## config.mk

```make
export PLATFORM = sky130hd
export DESIGN_NAME = mdio_cmd_engine
export DESIGN_NICKNAME = d
export VERILOG_FILES = /design/src/rtl/mdio_pkg.sv /design/src/rtl/mdio_clk_gen.sv /design/src/rtl/mdio_frame.sv /design/src/rtl/mdio_cmd_engine.sv
export SDC_FILE = /design/constraint.sdc
export NUM_CORES = 1
export LEC_CHECK = 0
export BUFFER_PORTS_ARGS = -buffer_cell sky130_fd_sc_hd__clkbuf_2
export CAP_MARGIN = 20
export CORE_MARGIN = 1
export CORE_UTILIZATION = 35
export CTS_CLUSTER_DIAMETER = 120
export DETAILED_ROUTE_END_ITERATION = 7
export GPL_ROUTABILITY_DRIVEN = 1
export PLACE_DENSITY = 0.5
export SETUP_SLACK_MARGIN = 0.2
export SLEW_MARGIN = 0
export SYNTH_ARGS = -nofsm -noshare
export SYNTH_HDL_FRONTEND = slang
export SYNTH_HIERARCHICAL = 1
export SYNTH_SLANG_ARGS = --single-unit
```

## constraint.sdc

```tcl
create_clock -name clk_i -period 6.7 [get_ports clk_i]
set_clock_uncertainty 0.15 [all_clocks]
set_input_delay 0.67 -clock clk_i [delete_from_list [all_inputs] [get_ports clk_i]]
set_output_delay 0.67 -clock clk_i [all_outputs]
set_load 0.005 [all_outputs]
```

## src/rtl/mdio_pkg.sv

```systemverilog
package mdio_pkg;
  localparam int FRAME_LEN = 64;
  localparam int TA_POS    = 46;
  localparam int DATA_POS  = 48;

  typedef struct packed {
    logic       rd;
    logic       wr;
    logic       rsv_hi;
    logic [4:0] reg_a;
    logic [2:0] rsv_lo;
    logic [4:0] phy;
  } ctrl_t;
endpackage

```

## src/rtl/mdio_clk_gen.sv

```systemverilog
module mdio_clk_gen #(
  parameter int DIV_HALF = 4
) (
  input  logic clk_i,
  input  logic rst_ni,
  input  logic run_i,
  output logic mdc_o,
  output logic rise_o,
  output logic fall_o
);
  localparam int CW = (DIV_HALF > 1) ? $clog2(DIV_HALF) : 1;

  logic [CW-1:0] cnt_q;
  logic          mdc_q;
  logic          wrap;

  assign wrap   = run_i && (cnt_q == CW'(DIV_HALF - 1));
  assign rise_o = wrap && !mdc_q;
  assign fall_o = wrap && mdc_q;
  assign mdc_o  = mdc_q;

  always_ff @(posedge clk_i or negedge rst_ni) begin
    if (!rst_ni) begin
      cnt_q <= '0;
      mdc_q <= 1'b0;
    end else if (!run_i) begin
      cnt_q <= '0;
      mdc_q <= 1'b0;
    end else if (wrap) begin
      cnt_q <= '0;
      mdc_q <= ~mdc_q;
    end else begin
      cnt_q <= cnt_q + 1'b1;
    end
  end
endmodule

```

## src/rtl/mdio_frame.sv

```systemverilog
module mdio_frame
  import mdio_pkg::*;
(
  input  logic        clk_i,
  input  logic        rst_ni,
  input  logic        start_i,
  input  logic        op_read_i,
  input  logic [4:0]  phy_i,
  input  logic [4:0]  reg_i,
  input  logic [15:0] wdata_i,
  input  logic        rise_i,
  input  logic        fall_i,
  input  logic        mdio_i,
  output logic        busy_o,
  output logic        done_o,
  output logic [15:0] rdata_o,
  output logic        mdio_o,
  output logic        mdio_oe_o
);
  logic [5:0]           idx_q;
  logic                 busy_q;
  logic                 rd_q;
  logic [15:0]          shift_q;
  logic [FRAME_LEN-1:0] frame_w;

  // bit 63 leaves first
  assign frame_w = {{32{1'b1}}, 2'b01, rd_q ? 2'b10 : 2'b01, phy_i, reg_i,
                    rd_q ? 2'b00 : 2'b10, rd_q ? 16'h0000 : wdata_i};

  assign mdio_o    = busy_q && frame_w[~idx_q];
  assign mdio_oe_o = busy_q && !(rd_q && (idx_q >= 6'(TA_POS)));
  assign done_o    = busy_q && fall_i && (idx_q == 6'(FRAME_LEN - 1));
  assign busy_o    = busy_q;
  assign rdata_o   = shift_q;

  always_ff @(posedge clk_i or negedge rst_ni) begin
    if (!rst_ni) begin
      idx_q   <= '0;
      busy_q  <= 1'b0;
      rd_q    <= 1'b0;
      shift_q <= '0;
    end else if (start_i && !busy_q) begin
      idx_q  <= '0;
      busy_q <= 1'b1;
      rd_q   <= op_read_i;
    end else if (busy_q) begin
      if (rise_i && rd_q && (idx_q >= 6'(DATA_POS)))
        shift_q <= {shift_q[14:0], mdio_i};
      if (fall_i) begin
        if (done_o) busy_q <= 1'b0;
        else        idx_q  <= idx_q + 1'b1;
      end
    end
  end

  a_r6_mdio_on_fall: assert property (@(posedge clk_i) disable iff (!rst_ni)
    (busy_q && !fall_i) |=> $stable(mdio_o));
endmodule

```

## src/rtl/mdio_cmd_engine.sv

```systemverilog
module mdio_cmd_engine
  import mdio_pkg::*;
#(
  parameter int DIV_HALF = 4
) (
  input  logic        clk_i,
  input  logic        rst_ni,
  input  logic        wr_en_i,
  input  logic        addr_i,
  input  logic [15:0] wdata_i,
  output logic [15:0] rdata_o,
  output logic        mdc_o,
  output logic        mdio_o,
  output logic        mdio_oe_o,
  input  logic        mdio_i
);
  ctrl_t       cmd;
  logic [4:0]  phy_q, reg_q;
  logic        rd_req_q, wr_req_q;
  logic [15:0] data_q;
  logic        busy, done, start, cmd_ok;
  logic        mdc_rise, mdc_fall;
  logic [15:0] rx_word;

  assign cmd    = ctrl_t'(wdata_i);
  assign cmd_ok = (cmd.rd ^ cmd.wr) && !cmd.rsv_hi && (cmd.rsv_lo == 3'b000);
  assign start  = wr_en_i && !addr_i && cmd_ok && !busy;

  always_ff @(posedge clk_i or negedge rst_ni) begin
    if (!rst_ni) begin
      phy_q    <= '0;
      reg_q    <= '0;
      rd_req_q <= 1'b0;
      wr_req_q <= 1'b0;
      data_q   <= '0;
    end else begin
      if (start) begin
        phy_q    <= cmd.phy;
        reg_q    <= cmd.reg_a;
        rd_req_q <= cmd.rd;
        wr_req_q <= cmd.wr;
      end else if (done) begin
        rd_req_q <= 1'b0;
        wr_req_q <= 1'b0;
        if (rd_req_q) data_q <= rx_word;
      end
      if (wr_en_i && addr_i && !busy) data_q <= wdata_i;
    end
  end

  assign rdata_o = addr_i ? data_q
                          : {rd_req_q, wr_req_q, 1'b0, reg_q, 3'b000, phy_q};

  mdio_clk_gen #(.DIV_HALF(DIV_HALF)) u_clk (
    .clk_i  (clk_i),
    .rst_ni (rst_ni),
    .run_i  (busy),
    .mdc_o  (mdc_o),
    .rise_o (mdc_rise),
    .fall_o (mdc_fall)
  );

  mdio_frame u_frame (
    .clk_i     (clk_i),
    .rst_ni    (rst_ni),
    .start_i   (start),
    .op_read_i (cmd.rd),
    .phy_i     (phy_q),
    .reg_i     (reg_q),
    .wdata_i   (data_q),
    .rise_i    (mdc_rise),
    .fall_i    (mdc_fall),
    .mdio_i    (mdio_i),
    .busy_o    (busy),
    .done_o    (done),
    .rdata_o   (rx_word),
    .mdio_o    (mdio_o),
    .mdio_oe_o (mdio_oe_o)
  );

  a_r2_flags_track_busy: assert property (@(posedge clk_i) disable iff (!rst_ni)
    (rd_req_q || wr_req_q) == busy);
  a_r2_one_request: assert property (@(posedge clk_i) disable iff (!rst_ni)
    $onehot0({rd_req_q, wr_req_q}));
  a_r8_fields_hold: assert property (@(posedge clk_i) disable iff (!rst_ni)
    (busy && wr_en_i) |=> $stable({phy_q, reg_q}));
  a_r10_idle_quiet: assert property (@(posedge clk_i) disable iff (!rst_ni)
    !busy |-> (!mdc_o && !mdio_oe_o));
endmodule

```

======== Word level (Yosys, flattened, before mapping) ========
Index checks and enable logic that the tools add are counted.
Widths: inputs -> output; s select.
cells by class
  add/sub/neg operators ................... 2
  magnitude comparators ................... 3
  eq/ne operators ......................... 5
  multiplexer cells ....................... 25
  bitwise operators ....................... 4
  reductions and logical operators ........ 32
operator list
  cell                 count
  $mux 16              6
  $mux 6               4
  $logic_and 1x1->1    18
  $ge 6x6->1 const B   2
  $mux 1               10
  $reduce_bool 2->1    5
  $reduce_and 3->1     3
  $mux 2               4
  $lt 6x7->1 const B   1
  $add 6x1->6 const B  1
  $bmux 1 s6           1
  $eq 6x6->1 const B   1
  $not 6->6            1
  $logic_not 1->1      5
  $ne 2x2->1 const B   2
  $logic_not 3->1      1
  $add 2x1->2 const B  1
  $eq 2x2->1 const B   1
  $ne 2x1->1 const B   1
  $not 1->1            2
  $xor 1x1->1          1
word-level totals
  flip-flop bits (word level) ............. 55
  bits of input ports ..................... 21
  output and inout port bits .............. 19

======== Depth between registers and ports, before layout ========
Gate-level depths: netlist of run 1.
  depth after elaboration ................. 9
  depth in mapped cells ................... 9
  mapped depth without buffers ............ 7

======== Hierarchy ========
The synthesis of run 1 kept the hierarchy.
modules (own cells, without submodules)
  module           instances  cells each  area an instance (µm²)
  mdio_cmd_engine  1          103         1556.5
  mdio_frame       1          118         1346.3
  mdio_clk_gen     1          11          135.1

======== Least setup slack after synthesis of run 1 ========
Ideal clock, no wire load.
  path kind ............................... reg2out
  start ................................... reg u_frame.idx_q[0]
  end ..................................... out mdio_o
  arrival time ............................ 1642 ps
  data required time ...................... 5880 ps
  path slack .............................. 4238 ps
  cell stages (with the launch flop) ...... 5
  path buffers ............................ 0
  cells stage by stage .................... dfrtp_1 mux4_2 mux2_2 a2111oi_2 a211oi_1
between the ends
  word-level cells in the longest chain between the ends .. 4
RTL lines
  item                          line                   source
  start, declared               mdio_frame.sv:20       logic [5:0] idx_q;
  start signal, assigned        mdio_frame.sv:51       else idx_q <= idx_q + 1'b1;
  $not 6->6                     mdio_frame.sv:30       assign mdio_o = busy_q && frame_w[~idx_q];
  $bmux 1 s6                    mdio_frame.sv:30
  $mux 1 (implied by the code)  mdio_frame.sv:30
  $logic_and 1x1->1             mdio_frame.sv:30
  end, declared                 mdio_cmd_engine.sv:13  output logic mdio_o,
No other way between the ends. The select of a mux whose other input is x is not followed.

======== Worst setup path after layout of run 1 ========
Same ends and word-level chain as after synthesis.

==> metrics.txt, run 1 <==
run status=completed; core area=8300 sq um; multiplexer share of the synthesized area=33.2%; Final Max Slew Viols=0; layout cells sized above 1=45.7%; synthesized area=3040 sq um; reported net switching power=243 uW; total track usage=16.3%; Die ar.=9060 sq um; Synth area leaders=dfrtp_1 (45%), mux2_2 (19%), mux2_4 (4.9%); I/O Pins=40; cts hold-fix bufs=0; initial antenna violation count=0; post-DR vias/cell=5.12; Nets=293; CTS Sinks=55; Final period util=50.8%; 1st-iter DRT viols=57; worst hold path type=flop to flop; flops & latches, synth=55; Post-Syn Nets=257; Final setup viols=0; post-route minimum period=3400 ps; Yosys top cell area share=45.3%; Crit. End Element=output pin; Synth Area in Simple Gates=9.68%; Adder-Cell Fraction of Synth Area=1.65%; vias in the first global route=2,039; Relative slew margins=45.0%; post-synthesis compound-gate area fraction=5.15%; DRC violations left=0; hold path start=u_clk/cnt_q[0]$_DFF_PN0_; critical path class=flop to output pin; Layout fillers=797; Lkg Pwr=1.69 nW; drt pass-1 iters=4; maximum clock insertion buffer count=2; Finished Cell Area=3400 sq um; placed wire-length estimate=4.66 mm; syn avg cell area=13.1 sq um; WL final=6.54 mm; postcts setup bufs=0; clk_lat worst skew=310 ps; Starting Density=36.6%; critical path arrival=2580 ps; combinational group share of total power=22.6%; total of max-cap violations=0; pin count of the biggest net entering global routing=56; worst hold path endpoint=u_clk/cnt_q[0]$_DFF_PN0_; synth warn=6; routed vias=1,915; switching power share of the total=30.5%; startpoint types=flop; R2R Setup Slk=3600 ps; antenna viol nets, final=0; n_diodes=0; Seq/Total Area, Yosys=45.3%; largest family of logic cells by synthesized area=multiplexers; Post-CTS Resized=0; die height=95.2 um; setup TNS=0 ps; Clock Power Share=24.5%; Root Buffer=clkbuf_8; Distinct cells, synth=44; fin cells=374; total placed instance area=3300 sq um; RSZ-0062 raised after global routing=no; CTS HTree Levels=2; clock transition at the registers of the reported paths=100 ps; Max VDD drop=0.126 mV; Overall Power=796 uW; Hold Path Depth=1; global-route wire length before repair=11.0 mm; xor and xnor area share after synthesis=1.73%; fmax=294 MHz; Synth area leader=dfrtp_1; Slew @ Worst Pin=825 ps; CP Max Fanout=14; Area Overhead vs Synth=12.0%; CP required=5880 ps; grt ovf=0; FF-to-FF path depth=6; cell internal pwr=553 uW; Cells after Synth=232; IO Port Bufs=39; TritonCTS Buffers=5; reg2reg end=data_q[2]$_DFFE_PN0P_; Seq pwr share=52.9%; reg2reg start=u_frame/idx_q[0]$_DFFE_PN0P_; pwr dens=234 nW/um^2; CTS tree=yes; Hold WS=297 ps; Inst Count DP=366; Hold Vio Cnt, Final=0; GPL Wtd Cong=0.793; drt wl/cell=17.5 um; Rows=33; die width=95.2 um
## power groups by stage
stage	sequential, mW	clock (mW)	combinational [mW]
floorplan	0.395	0	0.150
global placement	0.429	0	0.179
detailed placement	0.429	0	0.182
CTS	0.422	0.204	0.183
global route	0.430	0.217	0.201
finish	0.421	0.195	0.180
## layout by cell type, fill, tap and decap left out, types with 3 or more instances in the layout
cell type and n:
mux2_4 10, mux2i_1 6, mux4_2 4, inv_1 5, and2_1 7, xor2_1 3
a31oi_1 3, nor2b_1 4, ha_1 4, o21ai_0 3, clkbuf_8 6, clkbuf_2 39
xnor2_1 3, nand2_1 9, nand3_1 3, dfrtp_1 55, mux2_1 11, nor2_1 9
mux2_2 52
## synth_stat cells (all sizes together)
cell type	n
a2111oi	3
a211oi	2
a21oi	2
a22oi	1
a311oi	1
a31oi	3
a32oi	1
and2	7
and3	3
and3b	1
buf	8
clkbuf	4
clkinv	1
dfrtp	55
ha	4
inv	5
mux2	73
mux2i	6
mux4	4
nand2	9
nand2b	1
nand3	4
nand3b	1
nand4	2
nor2	9
nor2b	4
nor3	1
nor3b	2
nor4b	1
o21a	1
o21ai	3
o21bai	1
o22ai	1
or3	1
or3b	1
xnor2	3
xor2	3
## final cells by class
type | instances | area, sq um | area share (%)
Multi-Input combinational cell | 159 | 1560 | 45.9
Sequential cell | 55 | 1380 | 40.5
Timing Repair Buffer | 41 | 210 | 6.18
Tap cell | 105 | 131 | 3.86
Clock buffer | 6 | 82.6 | 2.43
Inverter | 6 | 22.5 | 0.662
Clock inverter | 2 | 16.3 | 0.478
## stage by stage
stage,utilization (%),setup slack (ps)
floorplan,-,4240
global placement,39.8,3640
detailed placement,39.8,3570
CTS,41.0,3240
global route,41.0,3070
finish,41.0,3300
## state kept, by name, indices dropped and copies added (netlist names), 2 cells and up
name / cells
reg_q: 5
phy_q: 5
data_q: 16
u_frame/idx_q: 6
u_clk/cnt_q: 2
u_frame/rdata_o: 16
## kinds of logic after synthesis
family,count (synthesis)
compound gates,19
simple gates,47
mux,83
flops,55
xor+xnor,6
fa+ha+maj,4
buf+inv,18
## worst max-delay path, cell delays in order (launching register included)
cell	delay [ps]
dfrtp_1	800
mux4_2	590
mux2_2	290
a2111oi_2	380
a211oi_1	90
clkbuf_2	130
## per-layer routing
layer	GRT usage [%]	share of wire, %	vias to the layer above
li1	-	-	910
met1	23.9	51	959
met2	25.0	45	42
met3	2.79	3.4	4
met4	3.41	0.67	0
met5	0	0	-
## how the worst max path moves through the flow
| stage | startpoint | cells after the start | slack, ps | endpoint |
|---|---|---|---|---|
| 6_report | u_frame/idx_q[0]$_DFFE_PN0P_ | 5 | 3300 | mdio_o |
| 5_1_grt | u_frame/idx_q[0]$_DFFE_PN0P_ | 5 | 3070 | mdio_o |
| 4_1_cts | u_frame/idx_q[0]$_DFFE_PN0P_ | 5 | 3240 | mdio_o |
| 3_5_place_dp | u_frame/idx_q[0]$_DFFE_PN0P_ | 6 | 3570 | data_q[2]$_DFFE_PN0P_ |
| 3_3_place_gp | u_frame/idx_q[0]$_DFFE_PN0P_ | 5 | 3640 | mdio_o |
| 2_1_floorplan | u_frame/idx_q[0]$_DFFE_PN0P_ | 4 | 4240 | mdio_o |
(Power assumes the default switching activity.)
==> inputs of run 2 (changes only) <==
--- a/config.mk
+++ b/config.mk
@@ -12,7 +12,7 @@
 export CTS_CLUSTER_DIAMETER = 120
 export DETAILED_ROUTE_END_ITERATION = 7
 export GPL_ROUTABILITY_DRIVEN = 1
-export PLACE_DENSITY = 0.5
+export PLACE_DENSITY = 0.52
 export SETUP_SLACK_MARGIN = 0.2
 export SLEW_MARGIN = 0
 export SYNTH_ARGS = -nofsm -noshare
==> constraint.sdc (replaced) <==
create_clock -name clk_i -period 2.9 [get_ports clk_i]
set_clock_uncertainty 0.15 [all_clocks]
set_input_delay 0.29 -clock clk_i [delete_from_list [all_inputs] [get_ports clk_i]]
set_output_delay 0.29 -clock clk_i [all_outputs]
set_load 0.005 [all_outputs]
==> run 2 against run 1 <==
  * Combinational power rose to 2.6 times the previous value
  * Sequential power rose by 130%
  * Clock power grew to 2.6 times the previous value
  * Die area is the same
==> metrics.txt, run 2 (same netlist as run 1, synthesis figures left out) <==
switching power share of the total=29.2%; cell internal pwr=1.36 mW; Crit. End Element=output pin; reg2reg start=u_frame/idx_q[0]$_DFFE_PN0P_; CTS tree=yes; CTS HTree Levels=2; total track usage=16.6%; die height=95.2 um; met3 usage=2.79%; CP required=2460 ps; routed vias=1,988; critical path arrival=2130 ps; Max VDD drop=0.257 mV; grt met2 use=24.9%; Die ar.=9060 sq um; fmax=388 MHz; Seq pwr share=49.3%; reported net switching power=561 uW; placed wire-length estimate=4.90 mm; CP Max Fanout=5; Relative slew margins=51.4%; die width=95.2 um; DRC violations left=0; run status=completed; antenna viol nets, final=0; Hold Vio Cnt, Final=0; pin count of the biggest net entering global routing=56; most common cell after layout, fill and taps aside=dfrtp_1; GPL Wtd Cong=0.827; clk_lat worst skew=310 ps; clock transition at the registers of the reported paths=90 ps; Nets=304; global-route wire length before repair=11.1 mm; post-route minimum period=2570 ps; drt wl/cell=17.6 um; grt ovf=0; Global Route met1 Usage=24.1%; Lkg Pwr=1.74 nW; initial antenna violation count=0; Clock Power Share=26.2%; Root Buffer=clkbuf_8; Final period util=88.8%; n_diodes=0; I/O Pins=40; IO Port Bufs=39; R2R Setup Slk=440 ps; core area=8300 sq um; Slew @ Worst Pin=728 ps; critical path class=flop to output pin; combinational group share of total power=24.5%; post-DR vias/cell=5.18; Starting Density=36.6%; layout cells sized above 1=47.7%; Final setup viols=0; Final Max Slew Viols=0; CTS Sinks=55; total of max-cap violations=0; drt pass-1 iters=4; Area Overhead vs Synth=15.1%; setup TNS=0 ps; pwr dens=550 nW/um^2; GRT busiest layer=met2; WL final=6.77 mm; final design utilization=42.1%; vias in the first global route=2,055; startpoint types=flop; Crit. Startpoint=u_frame/idx_q[0]$_DFFE_PN0P_; RSZ-0062 raised after global routing=no; FF-to-FF path depth=8; maximum clock insertion buffer count=2; reg2reg end=data_q[10]$_DFFE_PN0P_; Rows=33; worst hold path type=input port to flop; commonest non-fill, non-tap cells in the layout=dfrtp_1 (53), mux2_2 (52), clkbuf_2 (39); Worst setup endpoint=mdio_o; TritonCTS Buffers=5; 1st-iter DRT viols=46
## run 2: repair_timing
item / 4_1_cts / 5_1_grt
setup buffers: 2 / 0
setup endpoints to repair: 1 / 1
hold buffers: 1 / 0
endpoints found under the hold margin: 55 / 0
gates resized for setup: 1 / 2
pin swaps: 0 / 0
## run 2: final cells by class
type / instances / area (sq um)
Clock buffer: 6 / 72.6
Inverter: 6 / 22.5
Clock inverter: 1 / 30.0
Timing Repair Buffer: 52 / 299
Tap cell: 105 / 131
Fill cell: 808 / 4800
Multi-Input combinational cell: 159 / 1560
Sequential cell: 55 / 1380
## run 2: how the worst min path moves through the flow
stage	startpoint	cells past startpoint	slack, ps	endpoint
global placement	u_clk/cnt_q[0]$_DFF_PN0_	1	280	u_clk/cnt_q[0]$_DFF_PN0_
finish	mdio_i	2	40	u_frame/rdata_o[0]$_DFFE_PN0P_
CTS	mdio_i	2	30	u_frame/rdata_o[0]$_DFFE_PN0P_
detailed placement	u_clk/cnt_q[0]$_DFF_PN0_	1	290	u_clk/cnt_q[0]$_DFF_PN0_
global route	mdio_i	2	30	u_frame/rdata_o[0]$_DFFE_PN0P_
floorplan	rst_ni	0	-160	data_q[0]$_DFFE_PN0P_
## run 2: power by group through the flow
stage	clock [mW]	combinational [mW]	sequential (mW)
finish	0.504	0.470	0.949
global route	0.550	0.520	0.963
CTS	0.520	0.474	0.946
detailed placement	0	0.456	0.965
global placement	0	0.453	0.965
floorplan	0	0.347	0.913
## run 2: worst max-delay path, cell delays in order (launching register included)
cell,delay (ps)
dfrtp_2,450
mux4_2,510
mux2_2,310
a2111oi_2,350
a211oi_1,80
clkbuf_2,130
## run 2: per-layer routing
layer / part of all wire (%) / up-vias
met4: 1.6 / 0
met2: 44 / 43
met5: 0 / -
li1: - / 939
met1: 51 / 999
met3: 3.3 / 7
## run 2: per-stage QoR
stage / hold slack (ps) / instances / setup slack (ps) / power, mW / area, sq um
2_1_floorplan: -156 / 232 / 633 / 1.26 / 3040
3_3_place_gp: 282 / 374 / 430 / 1.42 / 3360
3_5_place_dp: 287 / 374 / 390 / 1.42 / 3360
4_1_cts: 28.2 / 384 / 212 / 1.94 / 3490
5_1_grt: 29.8 / 384 / 204 / 2.03 / 3500
6_report: 41.4 / 384 / 326 / 1.92 / 3500
==> inputs of run 3 (changes only) <==
==> constraint.sdc (replaced) <==
create_clock -name clk_i -period 2.2 [get_ports clk_i]
set_clock_uncertainty 0.15 [all_clocks]
set_input_delay 0.22 -clock clk_i [delete_from_list [all_inputs] [get_ports clk_i]]
set_output_delay 0.22 -clock clk_i [all_outputs]
set_load 0.005 [all_outputs]
==> run 3 against run 2 <==
  * The flow now finishes with violations (negative setup slack)
  * Sequential power is 31% higher
  * Core utilization up 5.2 points
  * Wire length up 6.5%
  * Clock power increased by 44%
  * Final area is 12% higher
  * First-iteration DRC count grew 67%
  * Flip-flop and latch count unchanged
  * Combinational power up 80%
  * Power up 46%
  * Count of clock-buffer cells in the layout fell by 1
  * Register-to-register slack worse by 520 ps
==> metrics.txt, run 3 (same netlist as run 1, synthesis figures left out) <==
Max VDD drop=0.354 mV; critical path class=flop to output pin; startpoint types=flop; Slew @ Worst Pin=467 ps; worst hold path endpoint=reg_q[4]$_DFFE_PN0N_; vias in the first global route=2,107; TritonCTS Buffers=5; top cell family by delay on the critical path=compound AO/OA/AOI/OAI gates; Area Overhead vs Synth=29.4%; Worst path slowest cell=dfrtp_2; worst hold path type=input port to flop; post-route minimum period=2430 ps; initial antenna violation count=0; Final setup viols=17; RSZ-0062 raised after global routing=yes; R2R Setup Slk=-80 ps; hold path start=wdata_i[12]; post-DR vias/cell=5.08; critical path cell sequence=buf_6 -> buf_4 -> mux2i_2 -> a22oi_1 -> a311oi_2 -> a211oi_2 -> clkbuf_2; CTS HTree Levels=2; core area=8300 sq um; Crit. End Element=output pin; routed vias=2,097; drt pass-1 iters=4; Setup WS post-layout=-225 ps; layout cells sized above 1=56.2%; Hold Vio Cnt, Final=0; Starting Density=36.6%; Nets=332; CP required=1830 ps; reg2reg end=data_q[13]$_DFFE_PN0P_; setup TNS=-1410 ps; Final Max Slew Viols=0; fmax=412 MHz; Die ar.=9060 sq um; Bufs and invs on worst path=3; n_diodes=0; CTS tree=yes; total of max-cap violations=0; IO Port Bufs=39; CTS Sinks=55; Root Buffer=clkbuf_8; pwr dens=716 nW/um^2; Hold Path Depth=2; grt ovf=0; total track usage=16.9%; maximum clock insertion buffer count=2; 1st-iter DRT viols=77; CP Max Fanout=6; reg2reg start=u_frame/idx_q[0]$_DFFE_PN0P_; Final period util=110%; antenna viol nets, final=0; DRC violations left=0; Largest stage delay, worst path=460 ps; critical path arrival=2060 ps; pin count of the biggest net entering global routing=24; GPL Wtd Cong=0.834; run status=finished with violations; violations in the final reports=negative setup slack; drt wl/cell=17.5 um; I/O Pins=40; global-route wire length before repair=11.4 mm; Rows=33; Lkg Pwr=1.89 nW; die width=95.2 um; commonest non-fill, non-tap cells in the layout=mux2_2 (51), dfrtp_1 (51), clkbuf_2 (38); placed wire-length estimate=5.21 mm; clock transition at the registers of the reported paths=110 ps; final design utilization=47.4%; WL final=7.21 mm; FF-to-FF path depth=9; Crit. Startpoint=u_frame/idx_q[0]$_DFFE_PN0P_; clk_lat worst skew=330 ps; die height=95.2 um; Relative slew margins=68.9%
## run 3: what timing repair did
item | in CTS | in global routing
pin swaps | 6 | 6
hold buffers | 11 | 0
buffers inserted | 3 | 4
gates cloned | 0 | 1
gates resized for setup | 12 | 23
endpoints found under the setup margin | 19 | 35
hold endpoints to repair | 26 | 0
## run 3: worst max-delay path by stage
stage,to,slack [ps],depth (start not counted)
after floorplan,data_q[10]$_DFFE_PN0P_,90,7
after global placement,mdio_o,50,5
after detailed placement,data_q[2]$_DFFE_PN0P_,30,7
after CTS,mdio_o,-250,5
after global routing,mdio_o,-310,5
final,mdio_o,-230,7
## run 3: report_power, final
group | internal [mW] | switching [mW] | leakage [nW]
registers | 1.12 | 0.121 | 0.720
logic | 0.459 | 0.387 | 1.11
clock network | 0.352 | 0.376 | 0.0607
total | 1.93 | 0.883 | 1.89
## run 3: final cells by class
| type | count | area, sq um |
|---|---|---|
| multi-input combinational | 159 | 1720 |
| clock inverter | 3 | 50.0 |
| fill | 765 | 4370 |
| inverter | 6 | 25.0 |
| clock buffer | 5 | 68.8 |
| tap | 105 | 131 |
| sequential | 55 | 1380 |
| timing repair buffer | 80 | 551 |
## run 3: worst register-to-register path: cells and delay by family, from the launching register on
| family | cells | cell delay, ps |
|---|---|---|
| multiplexers | 1 | 310 |
| AO/OA/AOI/OAI | 1 | 180 |
| buffers and inverters | 3 | 440 |
| flip-flops | 1 | 430 |
| adder cells (fa/ha/maj) | 1 | 140 |
| AND/OR/NAND/NOR | 3 | 520 |
## run 3: per-layer routing
| metal | share of wire (%) | vias to the layer above | GRT usage (%) | wire [um] |
|---|---|---|---|---|
| li1 | - | 999 | - | - |
| met1 | 50 | 1059 | 24.9 | 3630 |
| met2 | 45 | 33 | 24.9 | 3280 |
| met3 | 3.3 | 6 | 3.99 | 237 |
| met4 | 0.87 | 0 | 4.04 | 63 |
| met5 | 0 | - | 0 | 0 |
## run 3: per-stage QoR
step | hold slack [ps] | cells | setup slack, ps | cell area [sq um] | total power, mW
2_1_floorplan | -226 | 232 | 85.3 | 3080 | 1.68
3_3_place_gp | 65.1 | 386 | 45.9 | 3490 | 1.95
3_5_place_dp | 61.8 | 386 | 31.2 | 3490 | 1.95
4_1_cts | 4.90 | 408 | -254 | 3800 | 2.77
5_1_grt | 10.5 | 413 | -311 | 3930 | 2.97
6_report | 21.6 | 413 | -225 | 3930 | 2.81
